===== config.mk =====
export PLATFORM = sky130hd
export DESIGN_NAME = sc_reg_core
export DESIGN_NICKNAME = d
export VERILOG_FILES = /design/src/rtl/sc_reg_core_pkg.sv /design/src/rtl/sc_byte_fifo.sv /design/src/rtl/sc_xfer_counter.sv /design/src/rtl/sc_reg_core.sv
export SDC_FILE = /design/constraint.sdc
export NUM_CORES = 1
export LEC_CHECK = 0
export BUFFER_PORTS_ARGS = -buffer_cell sky130_fd_sc_hd__buf_4
export CAP_MARGIN = 20
export CORE_AREA = 3 3 166 168
export CTS_CLUSTER_SIZE = 40
export DETAILED_ROUTE_END_ITERATION = 12
export DIE_AREA = 0 0 169 171
export PLACE_DENSITY_LB_ADDON = 0.15
export SYNTH_ARGS = -nofsm -noshare
export SYNTH_HDL_FRONTEND = slang
export SYNTH_SLANG_ARGS = --single-unit

===== constraint.sdc =====
create_clock -name clk -period 9.6 [get_ports clk]
set_input_delay 0.96 -clock clk [delete_from_list [all_inputs] [get_ports clk]]
set_output_delay 0.96 -clock clk [all_outputs]
set_load 0.01 [all_outputs]

===== src/rtl/sc_reg_core_pkg.sv =====
// Package: offsets, opcodes and bit positions shared by the register core
// and its sub-blocks. Assumes an 8-bit register bus with a 4-bit offset.
package sc_reg_core_pkg;

    localparam int unsigned DATA_W = 8;
    localparam int unsigned ADDR_W = 4;
    localparam int unsigned CNT_BYTES = 3;
    localparam int unsigned CNT_W = DATA_W * CNT_BYTES;

    // Register offsets
    localparam logic [ADDR_W-1:0] OFS_CNT_LO  = 4'd0;
    localparam logic [ADDR_W-1:0] OFS_CNT_MID = 4'd1;
    localparam logic [ADDR_W-1:0] OFS_CNT_HI  = 4'd2;
    localparam logic [ADDR_W-1:0] OFS_FIFO    = 4'd3;
    localparam logic [ADDR_W-1:0] OFS_CMD     = 4'd4;
    localparam logic [ADDR_W-1:0] OFS_STATUS  = 4'd5;
    localparam logic [ADDR_W-1:0] OFS_INTR    = 4'd6;
    localparam logic [ADDR_W-1:0] OFS_SEQ     = 4'd7;
    localparam logic [ADDR_W-1:0] OFS_FLAGS   = 4'd8;
    localparam logic [ADDR_W-1:0] OFS_CFG1    = 4'd9;

    // Command opcodes (bits 6:0); bit 7 is the DMA flag
    localparam int unsigned CMD_DMA_BIT = 7;
    localparam logic [6:0] OP_NOP    = 7'h00;
    localparam logic [6:0] OP_FLUSH  = 7'h01;
    localparam logic [6:0] OP_CHIPRST = 7'h02;
    localparam logic [6:0] OP_BUSRST = 7'h03;
    localparam logic [6:0] OP_XFER   = 7'h10;
    localparam logic [6:0] OP_NOSEL  = 7'h45;

    // Interrupt register bits
    localparam int unsigned INT_DONE_BIT = 3;
    localparam int unsigned INT_SVC_BIT  = 4;
    localparam int unsigned INT_RST_BIT  = 7;

    // Status register bits
    localparam int unsigned ST_TC_BIT  = 4;
    localparam int unsigned ST_INT_BIT = 7;

    // Config 1 bits and reset value
    localparam int unsigned CFG_NORPT_BIT = 6;
    localparam logic [DATA_W-1:0] CFG1_RESET = 8'h07;

    // Live counter value loaded for a zero start count
    localparam logic [CNT_W-1:0] CNT_ZERO_LOAD = 24'h010000;

endpackage


===== src/rtl/sc_byte_fifo.sv =====
// Byte FIFO with drop-on-full and zero-on-empty semantics.
// Assumes push and pop are not both requested in one cycle (single-port bus);
// if they are, both take effect. dout shows the head entry, or 0 when empty.
module sc_byte_fifo #(
    parameter int unsigned DEPTH = 16,
    parameter int unsigned WIDTH = 8,
    localparam int unsigned PW = (DEPTH > 1) ? $clog2(DEPTH) : 1,
    localparam int unsigned CW = $clog2(DEPTH + 1)
) (
    input  logic             clk,
    input  logic             rst_n,
    input  logic             clr,
    input  logic             push,
    input  logic [WIDTH-1:0] din,
    input  logic             pop,
    output logic [WIDTH-1:0] dout,
    output logic [CW-1:0]    count
);

    logic [WIDTH-1:0] mem [DEPTH];
    logic [PW-1:0]    wr_ptr;
    logic [PW-1:0]    rd_ptr;
    logic             full;
    logic             empty;
    logic             do_push;
    logic             do_pop;

    assign full    = (count == CW'(DEPTH));
    assign empty   = (count == '0);
    assign do_push = push && !full;
    assign do_pop  = pop && !empty;
    assign dout    = empty ? '0 : mem[rd_ptr];

    // Storage write: only accepted pushes land in the array
    always_ff @(posedge clk) begin
        if (do_push) begin
            mem[wr_ptr] <= din;
        end
    end

    // Pointer and fill-level upkeep
    always_ff @(posedge clk) begin
        if (!rst_n || clr) begin
            wr_ptr <= '0;
            rd_ptr <= '0;
            count  <= '0;
        end else begin
            if (do_push) begin
                wr_ptr <= (wr_ptr == PW'(DEPTH - 1)) ? '0 : wr_ptr + 1'b1;
            end
            if (do_pop) begin
                rd_ptr <= (rd_ptr == PW'(DEPTH - 1)) ? '0 : rd_ptr + 1'b1;
            end
            count <= count + CW'(do_push) - CW'(do_pop);
        end
    end

    assert_fill_bound_R11: assert property (@(posedge clk) disable iff (!rst_n)
        count <= CW'(DEPTH));

    assert_full_drop_R11: assert property (@(posedge clk) disable iff (!rst_n)
        (full && push && !pop && !clr) |=> (count == CW'(DEPTH)));

    assert_empty_zero_R11: assert property (@(posedge clk) disable iff (!rst_n)
        (count == '0) |-> (dout == '0));

endmodule


===== src/rtl/sc_xfer_counter.sv =====
// Transfer counter: a start-count shadow loaded byte by byte from the bus,
// and a live counter reloaded from it or decremented by the DMA path.
// Assumes reload and dec are never both high in one cycle.
module sc_xfer_counter
    import sc_reg_core_pkg::*;
#(
    parameter int unsigned BYTES = CNT_BYTES,
    localparam int unsigned W = DATA_W * BYTES
) (
    input  logic              clk,
    input  logic              rst_n,
    input  logic [BYTES-1:0]  wr_byte,
    input  logic [DATA_W-1:0] wdata,
    input  logic              reload,
    input  logic              dec,
    output logic [W-1:0]      count,
    output logic              hi_written
);

    logic [W-1:0] start_q;

    // Start-count shadow: one byte lane per count offset
    for (genvar b = 0; b < BYTES; b++) begin : g_lane
        always_ff @(posedge clk) begin
            if (!rst_n) begin
                start_q[DATA_W*b +: DATA_W] <= '0;
            end else if (wr_byte[b]) begin
                start_q[DATA_W*b +: DATA_W] <= wdata;
            end
        end
    end

    // Live counter: reload from shadow (zero maps to the zero-load value) or count down
    always_ff @(posedge clk) begin
        if (!rst_n) begin
            count <= '0;
        end else if (reload) begin
            count <= (start_q == '0) ? W'(CNT_ZERO_LOAD) : start_q;
        end else if (dec) begin
            count <= count - 1'b1;
        end
    end

    // Marks the top byte as written so the chip ID stops showing
    always_ff @(posedge clk) begin
        if (!rst_n) begin
            hi_written <= 1'b0;
        end else if (wr_byte[BYTES-1]) begin
            hi_written <= 1'b1;
        end
    end

    assert_reload_value_R2: assert property (@(posedge clk) disable iff (!rst_n)
        reload |=> (count == (($past(start_q) == '0) ? W'(CNT_ZERO_LOAD) : $past(start_q))));

    assert_shadow_only_R1: assert property (@(posedge clk) disable iff (!rst_n)
        ((|wr_byte) && !reload && !dec) |=> $stable(count));

endmodule


===== src/rtl/sc_reg_core.sv =====
// Register and interrupt core of a SCSI bus controller, seen from the host.
// Decodes register reads and writes and the housekeeping commands, keeps the
// status and interrupt state, and routes FIFO traffic by cmd_phase.
// Assumes reg_wr and reg_rd are mutually exclusive and that read side
// effects happen at the clock edge that ends the read cycle.
module sc_reg_core
    import sc_reg_core_pkg::*;
#(
    parameter int unsigned DATA_DEPTH = 16,
    parameter int unsigned CMD_DEPTH  = 16,
    parameter logic [7:0]  CHIP_ID    = 8'hA2,
    localparam int unsigned DCW = $clog2(DATA_DEPTH + 1),
    localparam int unsigned CCW = $clog2(CMD_DEPTH + 1)
) (
    input  logic       clk,
    input  logic       rst_n,
    input  logic [3:0] reg_addr,
    input  logic       reg_wr,
    input  logic [7:0] reg_wdata,
    input  logic       reg_rd,
    output logic [7:0] reg_rdata,
    input  logic       cmd_phase,
    output logic       irq
);

    logic [DATA_W-1:0] cmd_q;
    logic [DATA_W-1:0] intr_q;
    logic [DATA_W-1:0] cfg1_q;
    logic              tc_q;
    logic              int_q;

    logic              cmd_wr;
    logic [6:0]        opcode;
    logic              soft_rst;
    logic              core_rst_n;
    logic              cnt_wr;
    logic [CNT_BYTES-1:0] cnt_byte_wr;
    logic              fifo_wr;
    logic              fifo_rd;
    logic              xfer_dma;
    logic              xfer_pio;
    logic              dma_stall;
    logic              fifo_accept;
    logic              cnt_dec;
    logic              intr_rd;

    logic [CNT_W-1:0]  live_cnt;
    logic              hi_written;
    logic [DATA_W-1:0] data_dout;
    logic [DATA_W-1:0] cmdf_dout;
    logic [DCW-1:0]    data_cnt;
    logic [CCW-1:0]    cmdf_cnt;

    // Access decode
    assign cmd_wr      = reg_wr && (reg_addr == OFS_CMD);
    assign opcode      = reg_wdata[6:0];
    assign soft_rst    = cmd_wr && (opcode == OP_CHIPRST);
    assign core_rst_n  = rst_n && !soft_rst;
    assign cnt_byte_wr = {reg_wr && (reg_addr == OFS_CNT_HI),
                          reg_wr && (reg_addr == OFS_CNT_MID),
                          reg_wr && (reg_addr == OFS_CNT_LO)};
    assign cnt_wr      = |cnt_byte_wr;
    assign fifo_wr     = reg_wr && (reg_addr == OFS_FIFO);
    assign fifo_rd     = reg_rd && (reg_addr == OFS_FIFO);
    assign intr_rd     = reg_rd && (reg_addr == OFS_INTR);

    // Transfer-mode qualifiers on the held command byte
    assign xfer_dma    = (cmd_q == {1'b1, OP_XFER});
    assign xfer_pio    = (cmd_q == {1'b0, OP_XFER});
    assign dma_stall   = xfer_dma && (live_cnt == '0);
    assign fifo_accept = fifo_wr && !dma_stall;
    assign cnt_dec     = fifo_wr && xfer_dma && (live_cnt != '0);

    sc_xfer_counter #(
        .BYTES(CNT_BYTES)
    ) u_counter (
        .clk       (clk),
        .rst_n     (core_rst_n),
        .wr_byte   (cnt_byte_wr),
        .wdata     (reg_wdata),
        .reload    (cmd_wr && reg_wdata[CMD_DMA_BIT] && !soft_rst),
        .dec       (cnt_dec),
        .count     (live_cnt),
        .hi_written(hi_written)
    );

    sc_byte_fifo #(
        .DEPTH(DATA_DEPTH),
        .WIDTH(DATA_W)
    ) u_data_fifo (
        .clk  (clk),
        .rst_n(core_rst_n),
        .clr  (cmd_wr && (opcode == OP_FLUSH)),
        .push (fifo_accept && !cmd_phase),
        .din  (reg_wdata),
        .pop  (fifo_rd && !cmd_phase),
        .dout (data_dout),
        .count(data_cnt)
    );

    sc_byte_fifo #(
        .DEPTH(CMD_DEPTH),
        .WIDTH(DATA_W)
    ) u_cmd_fifo (
        .clk  (clk),
        .rst_n(core_rst_n),
        .clr  (1'b0),
        .push (fifo_accept && cmd_phase),
        .din  (reg_wdata),
        .pop  (fifo_rd && cmd_phase),
        .dout (cmdf_dout),
        .count(cmdf_cnt)
    );

    // Command, status, interrupt and config state
    always_ff @(posedge clk) begin
        if (!core_rst_n) begin
            cmd_q  <= '0;
            intr_q <= '0;
            cfg1_q <= CFG1_RESET;
            tc_q   <= 1'b0;
            int_q  <= 1'b0;
        end else begin
            if (intr_rd) begin
                intr_q <= '0;
                tc_q   <= 1'b0;
                int_q  <= 1'b0;
            end
            if (cnt_wr) begin
                tc_q <= 1'b0;
            end
            if (cnt_dec && (live_cnt == CNT_W'(1))) begin
                tc_q <= 1'b1;
            end
            if (fifo_wr && xfer_pio) begin
                intr_q[INT_DONE_BIT] <= 1'b1;
                intr_q[INT_SVC_BIT]  <= 1'b1;
                int_q <= 1'b1;
            end
            if (cmd_wr) begin
                cmd_q <= reg_wdata;
                if (opcode == OP_BUSRST && !cfg1_q[CFG_NORPT_BIT]) begin
                    intr_q[INT_RST_BIT] <= 1'b1;
                    int_q <= 1'b1;
                end
                if (opcode == OP_NOSEL) begin
                    intr_q <= '0;
                    int_q  <= 1'b1;
                end
            end
            if (reg_wr && (reg_addr == OFS_CFG1)) begin
                cfg1_q <= reg_wdata;
            end
        end
    end

    assign irq = int_q;

    // Read-data multiplexer
    always_comb begin
        reg_rdata = '0;
        unique case (reg_addr)
            OFS_CNT_LO:  reg_rdata = live_cnt[7:0];
            OFS_CNT_MID: reg_rdata = live_cnt[15:8];
            OFS_CNT_HI:  reg_rdata = hi_written ? live_cnt[23:16] : CHIP_ID;
            OFS_FIFO:    reg_rdata = cmd_phase ? cmdf_dout : data_dout;
            OFS_CMD:     reg_rdata = cmd_q;
            OFS_STATUS:  reg_rdata = {int_q, 2'b00, tc_q, 4'b0000};
            OFS_INTR:    reg_rdata = intr_q;
            OFS_FLAGS:   reg_rdata = DATA_W'(data_cnt);
            OFS_CFG1:    reg_rdata = cfg1_q;
            default:     reg_rdata = '0;
        endcase
    end

    assert_intr_read_clears_R5: assert property (@(posedge clk) disable iff (!rst_n)
        (intr_rd && !reg_wr) |=> (intr_q == '0 && !irq && !tc_q));

    assert_count_write_clears_tc_R3: assert property (@(posedge clk) disable iff (!rst_n)
        cnt_wr |=> !tc_q);

    assert_busrst_masked_R8: assert property (@(posedge clk) disable iff (!rst_n)
        (cmd_wr && opcode == OP_BUSRST && cfg1_q[CFG_NORPT_BIT]) |=> ($stable(intr_q) && $stable(irq)));

    assert_irq_holds_R14: assert property (@(posedge clk) disable iff (!rst_n)
        (irq && !intr_rd && !soft_rst) |=> irq);

    assert_chip_reset_R9: assert property (@(posedge clk) disable iff (!rst_n)
        soft_rst |=> (cfg1_q == CFG1_RESET && !irq && data_cnt == '0 && cmdf_cnt == '0));

    assert_pio_write_irq_R7: assert property (@(posedge clk) disable iff (!rst_n)
        (fifo_wr && xfer_pio) |=> (irq && intr_q[INT_DONE_BIT] && intr_q[INT_SVC_BIT]));

    assert_phase_isolation_R12: assert property (@(posedge clk) disable iff (!rst_n)
        ((fifo_wr || fifo_rd) && cmd_phase) |=> $stable(data_cnt));

endmodule


==> results.yml <==
outcome:
  status: "completed"
finish:
  fillers: 1824
  drive_above_1_share_pct: 16.9
  post-route-util_pct: 66.4
  post-route-cell-area_sq_um: 17300
  nets: 1174
  diodes: 0
  layout-area-overhead-vs-synth_pct: 10.8
drt:
  postRouteAntennaNets: 0
  drt_iter0_markers: 1147
  dr_wl_met2_um: 17300
  route.met3.wl_um: 2840
  via_count: 9704
  top_layer_used: "met5"
  drc: 0
  drt-total-wl_um: 37500
  drt-pass1-iter-count: 5
  wire_per_inst_um: 25.1
  vias_per_cell: 6.50
  m1WireLength_um: 16400
floorplanning:
  core.rowCount: 59
  dieArea_sq_um: 28900
  core_area_sq_um: 26100
  start_util_pct: 59.9
  die_h_um: 171
  die_w_um: 169
  num_io_pins: 26
logic_synthesis:
  syn_area_sq_um: 15600
  synth.distinct_cells: 83
  synth_area_leader_cell: "edfxtp_1"
  yosys.area_share.simple_pct: 10.8
  synthAdderAreaFrac_pct: 2.26
  avgSynthCellArea_sq_um: 14.0
  muxShareOfSynthArea_pct: 12.3
  synthCells: 1111
  synth_nets: 1155
  synthTopCellsByArea: "edfxtp_1 49%, dfxtp_1 14%, mux4_2 10%, nand2_1 2.2%, a21oi_1 2.1%"
  synth_top_family_by_area: "multiplexers"
  yosysSeqAreaShare_pct: 63.2
  synth_top_area_share_pct: 49.3
  yosys-top-cells-count: "256 x edfxtp_1, 109 x dfxtp_1, 90 x nand2_1"
  yosys_warnings: 0
  synth-compound-area-share_pct: 7.71
  synth-edff-count: 256
  synth_flop_cell: "edfxtp_1"
  ys_seq_elements: 365
  async_flop_share_pct: 0
  synth_xor_area_share_pct: 1.29
  yosysMostFrequentCell: "edfxtp_1"
cts:
  cts_tree: "built"
  htreeDepth: 2
  postCtsSetupBuffers: 0
  numClockSinks: 365
  clockBufferDepth: 3
  postCtsHoldBufs: 0
  path_clk_slew_ns: 0.06
  cts_inserted_buffers: 38
  cts_resized: 0
  cts-root-buf: "clkbuf_16"
  insertion_delay_ns: 0.52
timing:
  fin_ws_ns: 5.49
  rsz0062_at_grt: "no"
  finalSetupTns_ns: 0
  worst_pin_slew_ns: 0.980
  slew_headroom_pct: 34.2
  setup_viol: 0
  fmax_mhz: 243
  fin_skew_ns: 0.00995
  timing.final.crit_period_ns: 4.11
  finalCritPeriodShare_pct: 42.8
  drv_slew: 0
  finalHoldViolCount: 0
placed_design:
  portBuffers: 25
  pre_cts_ws_ns: 5.62
  place.gp.congestion: 0.956
  dp_hpwl_um: 23700
  placed_area_sq_um: 16000
worst_setup_path:
  worstPathRequired_ns: 8.64
  critPathMaxFanout: 32
  worstSetupPathType: "flop to primary output"
  slowest_delay_ns: 0.61
  arrival_ns: 3.15
  cp_slowest_cell: "mux4_2"
  cp_top_family: "compound AO/OA/AOI/OAI gates"
  startpoint_type: "flop"
  critPathBufInv: 2
  r2r_start: "u_counter.count[16]"
  critical_path.endpoint_type: "primary output"
  crit_chain: "buf_4 > mux4_2 > a22oi_1 > a21oi_1 > a21oi_1 > nand3_1 > buf_4"
power:
  irDropWorstVdd_mv: 0.172
  power_density_nw_per_um2: 190
  leakage_nw: 5.74
worst_hold_path:
  hold_path.startpoint: "intr_q[1]"
  hp-class: "flop to flop"
job:
  max-cap-violations: 0
global_routing:
  grt_antenna_before_repair: 1
  grt_overflow_total: 0
  first_global_vias: 9376
  grt_pass1_wl_um: 57500
  grt_max_degree: 42
  track_usage_pct: 26.4
## power by group
group	total [mW]	leakage, nW	internal (mW)	switching, mW
clock network	1.50	0.625	0.913	0.590
registers	1.69	3.18	1.69	0.00597
logic	0.0969	1.93	0.0270	0.0699
total	3.29	5.74	2.63	0.666
## state kept, by name, summed over array words and instances (netlist names), named ones only
signal and count:
u_cmd_fifo.wr_ptr 4, u_cmd_fifo.count 5, cmd_q 8, u_counter.hi_written 1, irq 1, u_data_fifo.rd_ptr 4
intr_q 8, u_data_fifo.count 5, u_data_fifo.mem 128, u_counter.count 24, u_data_fifo.wr_ptr 4, tc_q 1
u_counter.start_q 24, u_cmd_fifo.mem 128, cfg1_q 8, u_cmd_fifo.rd_ptr 4
## kinds of logic after synthesis
logic type      after synthesis
mux                         102
xor+xnor                     23
fa+ha+maj                    27
compound gates              184
simple gates                324
buf+inv                      86
flops                       365
## final timing paths
path / slack, ns / end / depth (start not counted)
max: 5.49 / reg_rdata[0] / 7
min: 0.46 / intr_q[1] / 1
max reg2reg: 5.86 / u_cmd_fifo.count[4] / 10
min reg2reg: 0.46 / intr_q[1] / 1
## placed cells by master, fill, tap and decap left out, types with 7 or more instances in the layout
cell type | netlist | routed
a22oi_1 | 27 | 27
nand3_1 | 39 | 39
mux2_2 | 7 | 7
mux4_2 | 71 | 71
clkinv_2 | 0 | 9
clkbuf_16 | 0 | 39
nor2_1 | 71 | 71
o21ai_0 | 30 | 30
clkbuf_1 | 35 | 8
nor4_1 | 14 | 14
inv_1 | 27 | 27
xor2_1 | 17 | 17
mux2i_1 | 24 | 24
a31oi_1 | 8 | 8
and3_1 | 7 | 7
and2_1 | 19 | 19
nand4_1 | 11 | 11
dfxtp_1 | 109 | 107
ha_1 | 25 | 25
nand2_1 | 90 | 90
edfxtp_1 | 256 | 256
buf_4 | 0 | 35
nor3_1 | 14 | 14
nor2b_1 | 9 | 9
a21oi_1 | 67 | 67
## worst register-to-register path: stages (launching register included)
cell	delay, ns
dfxtp_1	0.39
nor4_1	0.82
and4b_1	0.43
a31oi_1	0.22
and3_1	0.38
ha_1	0.30
fa_1	0.43
a21oi_1	0.15
nor2_1	0.06
or3_1	0.34
a21oi_1	0.13
## routing by layer
| layer | vias to the layer above | global-route usage (%) |
|---|---|---|
| li1 | 4329 | - |
| met1 | 4902 | 39.8 |
| met2 | 399 | 40.5 |
| met3 | 72 | 4.34 |
| met4 | 2 | 7.62 |
| met5 | - | 0 |
## cell type report
type / count / area, sq um / area share, %
Sequential cell: 365 / 9870 / 57.1
Multi-Input combinational cell: 660 / 5370 / 31.0
Clock buffer: 48 / 1020 / 5.89
Tap cell: 335 / 419 / 2.42
Timing Repair Buffer: 37 / 273 / 1.58
Clock inverter: 19 / 246 / 1.42
Inverter: 28 / 105 / 0.607
## metrics by stage
| stage | cells | total power [mW] | hold slack (ns) |
|---|---|---|---|
| 6_report | 1492 | 3.29 | 0.463 |
| 5_1_grt | 1492 | 3.38 | 0.479 |
| 4_1_cts | 1489 | 3.31 | 0.462 |
| 3_5_place_dp | 1422 | 1.82 | 0.445 |
| 3_3_place_gp | 1422 | 1.82 | 0.439 |
| 2_1_floorplan | 1111 | 1.77 | 0.424 |
Power figures use the tool's default switching activity.
